--- src/rtl/ddr_mode_reg.sv ---
module ddr_mode_reg #(
  parameter int WORD_W   = 14,
  parameter int LOCK_CYC = 200
) (
  input  logic              clk,
  input  logic              rst,
  input  logic              ld,
  input  logic [WORD_W-1:0] ld_word,
  input  logic              rd_req,
  output logic              burst_il,
  output logic              burst_len8,
  output logic [WORD_W-7:0] opt_bits,
  output logic              dll_bit,
  output logic              tm_flag,
  output logic              len_err,
  output logic              rd_ok,
  output logic              rd_grant,
  output logic              rd_early
);
  localparam int CW = $clog2(LOCK_CYC + 1);

  logic [CW-1:0] lock_cnt;

  wire norm_ld = ld && !ld_word[7];
  wire dll_ld  = norm_ld && ld_word[8];
  wire code4   = ld_word[2:0] == 3'b010;
  wire code8   = ld_word[2:0] == 3'b011;

  assign rd_ok = lock_cnt == '0;

  always_ff @(posedge clk) begin
    if (rst) begin
      burst_il   <= 1'b0;
      burst_len8 <= 1'b0;
      opt_bits   <= '0;
      dll_bit    <= 1'b0;
      tm_flag    <= 1'b0;
      len_err    <= 1'b0;
      rd_grant   <= 1'b0;
      rd_early   <= 1'b0;
      lock_cnt   <= '0;
    end else begin
      rd_grant <= rd_req && rd_ok;
      rd_early <= rd_req && !rd_ok;
      tm_flag  <= ld && ld_word[7];
      len_err  <= norm_ld && !(code4 || code8);
      dll_bit  <= dll_ld;
      if (norm_ld) begin
        burst_il <= ld_word[3];
        opt_bits <= {ld_word[WORD_W-1:9], ld_word[6:4]};
        if (code4)      burst_len8 <= 1'b0;
        else if (code8) burst_len8 <= 1'b1;
      end
      if (dll_ld)             lock_cnt <= CW'(LOCK_CYC);
      else if (lock_cnt != 0) lock_cnt <= lock_cnt - 1'b1;
    end
  end
endmodule

--- config.mk ---
export PLATFORM = sky130hd
export DESIGN_NAME = ddr_mode_reg
export DESIGN_NICKNAME = d
export VERILOG_FILES = /design/src/rtl/ddr_mode_reg.sv
export SDC_FILE = /design/constraint.sdc
export NUM_CORES = 1
export LEC_CHECK = 0
export BUFFER_PORTS_ARGS = -buffer_cell sky130_fd_sc_hd__buf_2
export CORE_ASPECT_RATIO = 0.5
export CORE_UTILIZATION = 30
export DETAILED_ROUTE_END_ITERATION = 8
export GPL_ROUTABILITY_DRIVEN = 0
export GPL_TIMING_DRIVEN = 0
export PLACE_DENSITY = 0.63
export SLEW_MARGIN = 20
export SYNTH_ARGS = -nofsm -noshare
export SYNTH_HDL_FRONTEND = slang
export SYNTH_SLANG_ARGS = --single-unit
--- constraint.sdc ---
create_clock -name clk -period 2 [get_ports clk]
set_clock_uncertainty 0.1 [all_clocks]
set_input_delay 0.3 -clock clk [delete_from_list [all_inputs] [get_ports clk]]
set_output_delay 0.3 -clock clk [all_outputs]
set_load 0.02 [all_outputs]
==> results.cfg, run 1 <==
[power]
leakage_nw = 0.574
vdd_drop_max_mv = 0.549
p_per_area_mw_per_mm2 = 1370

[synth]
synth-edff-count = 0
synth_area_um2 = 921
synth_fp_nets = 125
synthXorXnorAreaFrac = 0.00951
synth.avg_cell_area_um2 = 8.69
ys_ff_latch = 23
synth_compound_area_frac = 0.136
synthDistinctLibCells = 34
netlist_instances = 106
synth.mux.area_fraction = 0.0109
yosys.area_share.simple = 0.280
synth_top_family_by_area = simple AND/OR/NAND/NOR gates
synth-main-ff-cell = dfxtp_1
synth_fa_ha_area_frac = 0.0136
synth_async_sr_flop_share = 0
yosysSeqAreaShare = 0.500
yosys_warnings = 0

[worst_setup_path]
start_kind = flip-flop
arrival_ns = 1.52
crit_path_cell_trace = inv_2 -> ha_4 -> or3b_4 -> nand2b_4 -> inv_4 -> buf_6
worstReg2RegStart = lock_cnt[0]
critical_path_buf_inv_count = 3
cpMaxStageDelayCell = or3b_4
slowest_delay_ns = 0.38
rrSetupSlack_ns = 0.21
reg2reg_depth = 6
crit_path_end_kind = primary output
critical_path_class = reg2out
rr_endpoint = lock_cnt[6]
required_ns = 1.60
cp_max_fo = 2
path_delay_family = simple AND/OR/NAND/NOR gates

[final_layout]
layout.nets = 167
antenna_cells = 0
regArea_um2 = 465
syn_to_final_growth_pct = 35.7
drive_gt1_frac = 0.374
fin_area_mm2 = 0.00125
layout.cells.non_filler = 184
mostFrequentLayoutCell = buf_2
fill_cells = 288
multi_input_area_um2 = 437
layout_common_cells = buf_2, dfxtp_1, nand2_1
final_util = 0.455

[die]
start_util = 0.335
dieWidth_um = 80.4
num_rows = 13
core_mm2 = 0.00275
die_area_mm2 = 0.00331
die_h_um = 41.2
io_pins = 34

[routing]
viasPerCell = 4.69
drt_iter0_markers = 19
drt-total-wl_mm = 2.10
drc_errors = 0
wl_per_cell_um = 11.4
dr_total_vias = 863
antenna_left = 0
drt-pass1-iter-count = 4

[sta]
hold_viol_final = 0
drv_slew = 0
rsz0062_at_grt = false
whs_ns = 0.146
setup_viol = 0
tightest_slew_ns = 0.547
slew_headroom = 0.632
max_clock_freq_ghz = 0.522
fin_crit_sh = 0.958
timing.final.ws_setup_ns = 0.0832
fin_crit_ns = 1.92

[placed_design]
place_inst = 175
dpl.hpwl_mm = 1.48
dp_slack_ns = -0.00438
io_buffers = 32
place_area_mm2 = 0.00113

[job]
maxCapViolations = 0

[hold_path]
min_from = rst
holdPathStages = 2
min_path_type = in2reg
whs_endpoint = lock_cnt[3]

[grt]
grt_max_degree = 14
grt_antenna_before_repair = 0
grt_pass1_vias = 699
grt_usage = 0.142
grt_pass1_wl_mm = 3.22
grt_overflow = 0

[clock_tree]
cts_buffers = 3
cts_sinks = 23
hold_buffers = 0
clk-insertion-delay-late_ns = 0.26
h-tree-depth = 1
cts_tree = done
cts_root_buf = clkbuf_8
clk_path_buf_depth = 2
cts.clk_slew.worst_paths_ns = 0.08

[status]
status = completed
## registers in the layout (all words and copies together), names as in the netlist
register / cells
lock_cnt: 8
opt_bits: 8
burst_il: 1
burst_len8: 1
dll_bit: 1
len_err: 1
rd_early: 1
rd_grant: 1
tm_flag: 1
## routing by layer
metal / vias to the layer above / wire length [µm] / GRT usage
met2: 25 / 955 / 0.231
met4: 0 / 23 / 0.0804
met5: - / 0 / 0
li1: 451 / - / -
met1: 383 / 998 / 0.171
met3: 4 / 124 / 0.0489
## worst register-to-register path, cell delays in order, from the launching register on
cell     delay [ns]
dfxtp_4        0.35
inv_2          0.06
ha_4           0.12
or3b_4         0.38
buf_4          0.17
or4_1          0.47
nand3_1        0.09
## cells by family (layout without fill, tap and decap cells)
family          count (synthesis)  count (layout)
fa+ha+maj                       1               1
simple gates                   49              49
compound gates                 20              20
mux                             1               1
xor+xnor                        1               1
buf+inv                        11              52
flops                          23              23
## timing repair
action,4_1_cts,5_1_grt
gates resized for setup,13,1
setup endpoints to repair,1,1
buffers inserted,6,0
pin swaps,1,0
gates cloned,0,0
## power by group
part           internal (W)  switching [W]
registers          0.000559      0.0000839
logic              0.000395       0.000392
clock network      0.000139       0.000147
## layout make-up
type	count	share of cell area
sequential	23	0.372
multi-input combinational	72	0.349
timing repair buffer	38	0.169
tap	37	0.0370
clock buffer	3	0.0330
inverter	6	0.0200
buffer	4	0.0150
clock inverter	1	0.00400
## worst max path at each step
stage	start	to	cells past startpoint
6_report	lock_cnt[0]	rd_ok	6
5_1_grt	lock_cnt[0]	rd_ok	6
3_5_place_dp	lock_cnt[0]	rd_ok	7
4_1_cts	lock_cnt[0]	rd_ok	7
2_1_floorplan	lock_cnt[0]	rd_ok	6
3_3_place_gp	lock_cnt[0]	rd_ok	7
## synth_stat cells (all sizes together), types with 2 or more instances
cell,count,area share
a211oi,2,0.022
a21oi,10,0.054
and3,3,0.020
buf,2,0.014
clkbuf,3,0.012
dfxtp,23,0.50
inv,6,0.024
nand2,20,0.082
nand2b,2,0.014
nand3,4,0.022
nor3,6,0.033
nor4,2,0.014
o21ai,3,0.016
or3,2,0.014
or3b,2,0.019
or4,3,0.024
## through the flow
stage	total power [W]	TNS, ns
after floorplan	0.00107	0
after global placement	0.00120	0
after detailed placement	0.00121	-0.00438
after CTS	0.00175	-0.00502
after global routing	0.00185	0
final	0.00172	0
No activity file was read; power rests on OpenSTA's default activity.
==> run 2, diff against run 1 <==
==> config.mk (replaced) <==
export PLATFORM = sky130hd
export DESIGN_NAME = ddr_mode_reg
export DESIGN_NICKNAME = d
export VERILOG_FILES = /design/src/rtl/ddr_mode_reg.sv
export SDC_FILE = /design/constraint.sdc
export NUM_CORES = 1
export LEC_CHECK = 0
export CORE_UTILIZATION = 58
export DETAILED_ROUTE_END_ITERATION = 8
export DONT_BUFFER_PORTS = 1
export GPL_ROUTABILITY_DRIVEN = 0
export GPL_TIMING_DRIVEN = 0
export PLACE_DENSITY = 0.84
export SLEW_MARGIN = 20
export SYNTH_ARGS = -nofsm -noshare
export SYNTH_HDL_FRONTEND = slang
export SYNTH_SLANG_ARGS = --single-unit
==> results.cfg, run 2 (synthesis gave the netlist of run 1 again) <==
[power]
vdd_drop_max_mv = 0.887
p_per_area_mw_per_mm2 = 1550
leakage_nw = 0.415

[final_layout]
mostFrequentLayoutCell = dfxtp_1
layout_common_cells = dfxtp_1, nand2_1, a21oi_1
fin_area_mm2 = 0.00104
top_regs = lock_cnt (8), opt_bits (8)
antenna_cells = 0
layout.nets = 135
syn_to_final_growth_pct = 13.3
drive_gt1_frac = 0.200

[sta]
tightest_slew_ns = 0.465
fin_crit_ns = 1.90
setup_tns_ns = 0
max_clock_freq_ghz = 0.526
setup_viol = 0
rsz0062_at_grt = false
hold_viol_final = 0
fin_crit_sh = 0.951
slew_headroom = 0.687
drv_slew = 0

[worst_setup_path]
critical_path_class = reg2out
arrival_ns = 1.50
start_kind = flip-flop
required_ns = 1.60
rrSetupSlack_ns = 0.20
crit_path_end_kind = primary output
cp_max_fo = 4

[routing]
drt-pass1-iter-count = 4
viasPerCell = 6.00
drt-total-wl_mm = 1.93
drt_iter0_markers = 29
drc_errors = 0
wl_per_cell_um = 14.7
dr_total_vias = 786
antenna_left = 0

[die]
io_pins = 34
core_mm2 = 0.00149
num_rows = 14
die_h_um = 41.8
die_area_mm2 = 0.00175
start_util = 0.618
dieWidth_um = 41.8

[grt]
grt_usage = 0.232
grt_pass1_vias = 750
grt_antenna_before_repair = 0
grt_max_degree = 13
grt_pass1_wl_mm = 3.13
grt_overflow = 0

[clock_tree]
cts_buffers = 3
cts_root_buf = clkbuf_4
h-tree-depth = 1
cts_sinks = 23
clk_path_buf_depth = 2
cts_tree = done
cts.clk_slew.worst_paths_ns = 0.12
clk-insertion-delay-late_ns = 0.32

[placed_design]
dpl.hpwl_mm = 1.22
io_buffers = 0
place_area_um2 = 941

[hold_path]
min_path_type = in2reg

[job]
maxCapViolations = 0

[status]
status = completed
## run 2: cell count changes in the layout (fill, tap and decap cells not counted), sizes merged
cell,before,now
buf,39,7
clkbuf,6,7
clkinv,1,0
## run 2: metrics by stage
step           worst slack, ns  total power (W)  utilization  cells  hold slack [ns]
2_1_floorplan            0.244          0.00107            -    106            0.336
3_3_place_gp             0.133          0.00114        0.632    122            0.339
3_5_place_dp             0.119          0.00116        0.632    122            0.345
4_1_cts                 0.0104          0.00153        0.691    131          0.00930
5_1_grt                 0.0263          0.00172        0.701    131         -0.00416
6_report                0.0988          0.00161        0.701    131          0.00134
## run 2: report_power, final
part,total [W],internal (W),switching (W)
registers,0.000682,0.000555,0.000127
logic,0.000718,0.000351,0.000367
clock network,0.000212,0.0000781,0.000134
## run 2: timing repair
action	in CTS	in global routing
pin swaps	1	1
endpoints found under the setup margin	1	2
hold buffers	0	0
setup buffers	5	1
resized for setup	10	3
## run 2: cell type report
cell class                 instances  area [µm²]
sequential                        23         463
fill                             115         445
multi-input combinational         72         443
timing repair buffer               6        45.0
inverter                           6        27.5
clock buffer                       4        26.3
tap                               16        20.0
buffer                             4        18.8
## run 2: critical path: stages (launching register included)
cell and delay, ns:
dfxtp_2 0.34, inv_2 0.06, ha_4 0.13, or3b_4 0.38, nand2b_4 0.17, inv_6 0.10
## run 2: worst paths after layout
check                    from     endpoint  cells after the start
setup / recovery  lock_cnt[0]        rd_ok                      5
hold / removal     ld_word[3]     burst_il                      2
setup reg to reg  lock_cnt[0]  lock_cnt[6]                      6
hold reg to reg   lock_cnt[3]  lock_cnt[3]                      2
## run 2: metal layers
layer / up-vias / share of wire / GRT usage
li1: 386 / - / -
met4: 0 / 0.019 / 0.0968
met1: 364 / 0.41 / 0.283
met2: 31 / 0.51 / 0.394
met3: 5 / 0.063 / 0.0478
met5: - / 0 / 0
==> run 3, diff against run 2 <==
--- a/config.mk
+++ b/config.mk
@@ -5,12 +5,12 @@
 export SDC_FILE = /design/constraint.sdc
 export NUM_CORES = 1
 export LEC_CHECK = 0
-export CORE_UTILIZATION = 58
+export CORE_UTILIZATION = 60
 export DETAILED_ROUTE_END_ITERATION = 8
 export DONT_BUFFER_PORTS = 1
 export GPL_ROUTABILITY_DRIVEN = 0
-export GPL_TIMING_DRIVEN = 0
-export PLACE_DENSITY = 0.84
+export GPL_TIMING_DRIVEN = 1
+export PLACE_DENSITY = 0.86
 export SLEW_MARGIN = 20
 export SYNTH_ARGS = -nofsm -noshare
 export SYNTH_HDL_FRONTEND = slang
==> constraint.sdc (replaced) <==
create_clock -name clk -period 2.35 [get_ports clk]
set_clock_uncertainty 0.1 [all_clocks]
set_input_delay 0.3525 -clock clk [delete_from_list [all_inputs] [get_ports clk]]
set_output_delay 0.3525 -clock clk [all_outputs]
set_load 0.02 [all_outputs]
==> results.cfg, run 3 (synthesis gave the netlist of run 1 again) <==
[clock_tree]
cts.clk_slew.worst_paths_ns = 0.12
cts_sinks = 23
h-tree-depth = 1
cts_root_buf = clkbuf_4
clk-insertion-delay-late_ns = 0.31
cts_tree = done
cts_buffers = 3
clk_path_buf_depth = 2

[sta]
drv_slew = 0
max_clock_freq_ghz = 0.454
fin_crit_sh = 0.938
tightest_slew_ns = 0.489
fin_crit_ns = 2.20
setup_tns_ns = 0
setup_viol = 0
slew_headroom = 0.671
rsz0062_at_grt = false
hold_viol_final = 0

[power]
switchingPower_w = 0.000446
leakage_nw = 0.381
p_seq_frac = 0.503
intPower_w = 0.000712
p_per_area_mw_per_mm2 = 1200
power_switching_share = 0.385
p_comb_frac = 0.347
clkPwrFrac = 0.151
fin_total_pwr_w = 0.00116
vdd_drop_max_mv = 0.947

[grt]
grt_usage = 0.206
grt_antenna_before_repair = 0
grt_max_degree = 14
grt_overflow = 0
grt_pass1_wl_mm = 2.23
grt_pass1_vias = 569

[routing]
dr_total_vias = 749
drc_errors = 0
drt-total-wl_mm = 1.69
drt-pass1-iter-count = 4
wl_per_cell_um = 13.9
drt_iter0_markers = 19
antenna_left = 0
viasPerCell = 6.14

[die]
start_util = 0.674
die_area_mm2 = 0.00170
dieWidth_um = 41.2
die_h_um = 41.2
core_mm2 = 0.00137
io_pins = 34
num_rows = 13

[final_layout]
fill_cells = 113
mostFrequentLayoutCell = dfxtp_1
layout_common_cells = dfxtp_1, nand2_1, a21oi_1
layout.nets = 127
regArea_um2 = 460
multi_input_area_um2 = 417
antenna_cells = 0
syn_to_final_growth_pct = 4.89
top_regs = lock_cnt (8), opt_bits (8)
fin_area_um2 = 966
drive_gt1_frac = 0.0935

[worst_setup_path]
arrival_ns = 1.75
start_kind = flip-flop
rrSetupSlack_ns = 0.58
required_ns = 1.90
cp_max_fo = 9
crit_path_end_kind = primary output
critical_path_class = reg2out

[placed_design]
dpl.hpwl_mm = 1.20
place_area_um2 = 916
io_buffers = 0

[status]
status = completed

[hold_path]
min_path_type = in2reg

[job]
maxCapViolations = 0
-- run 3: cell types whose count changed in the layout (fill, tap and decap cells not counted), moves of 2 or more --
cell and change:
buf_4 -7, clkbuf_1 -4, dfxtp_1 +2, dfxtp_2 -2, dlygate4sd3_1 +2, inv_1 +2
-- run 3: layer usage --
metal / routed length [µm] / GRT usage / vias up
met5: 0 / 0 / -
met1: 735 / 0.235 / 351
met2: 827 / 0.324 / 23
li1: - / - / 373
met4: 10 / 0.0645 / 0
met3: 117 / 0.114 / 2
-- run 3: through the flow --
| step | std cells | utilization | hold slack (ns) | setup slack (ns) |
|---|---|---|---|---|
| after floorplan | 106 | - | 0.376 | 0.542 |
| after global placement | 116 | 0.670 | 0.323 | 0.488 |
| after detailed placement | 116 | 0.670 | 0.325 | 0.426 |
| after CTS | 121 | 0.698 | 0.00424 | 0.0728 |
| after global routing | 122 | 0.707 | 0.0531 | 0.0346 |
| final | 122 | 0.707 | 0.0616 | 0.145 |
-- run 3: power by group through the flow --
stage               clock, W  sequential [W]  combinational (W)
floorplan                  0        0.000562           0.000345
detailed placement         0        0.000587           0.000379
CTS                 0.000180        0.000577           0.000388
finish              0.000174        0.000582           0.000401
global route        0.000193        0.000592           0.000452
global placement           0        0.000577           0.000377
-- run 3: path summary, 6_finish.rpt --
| check | startpoint | to | cells past startpoint |
|---|---|---|---|
| setup / recovery | lock_cnt[0] | rd_ok | 5 |
| hold / removal | ld_word[12] | opt_bits[6] | 2 |
| setup reg to reg | lock_cnt[0] | lock_cnt[6] | 5 |
| hold reg to reg | lock_cnt[6] | lock_cnt[6] | 2 |
-- run 3: what timing repair did --
| item | in CTS | in global routing |
|---|---|---|
| setup endpoints to repair | 0 | 1 |
| hold buffers | 1 | 1 |
| resized for setup | 0 | 1 |
| buffers inserted | 0 | 0 |
| hold endpoints to repair | 10 | 2 |
-- run 3: area by class of cell --
| class | count | share of cell area |
|---|---|---|
| flip-flops and latches | 23 | 0.477 |
| well taps | 15 | 0.0194 |
| repair buffers | 2 | 0.0207 |
| clock buffers | 3 | 0.0233 |
| inverters | 6 | 0.0233 |
| clock inverters | 1 | 0.00518 |
| multi-input cells | 72 | 0.431 |
-- run 3: worst max-delay path, cell delays in order, from the launching register on --
cell and delay, ns:
dfxtp_1 0.37, inv_1 0.07, ha_1 0.19, or3b_4 0.44, nand2b_1 0.21, inv_2 0.17
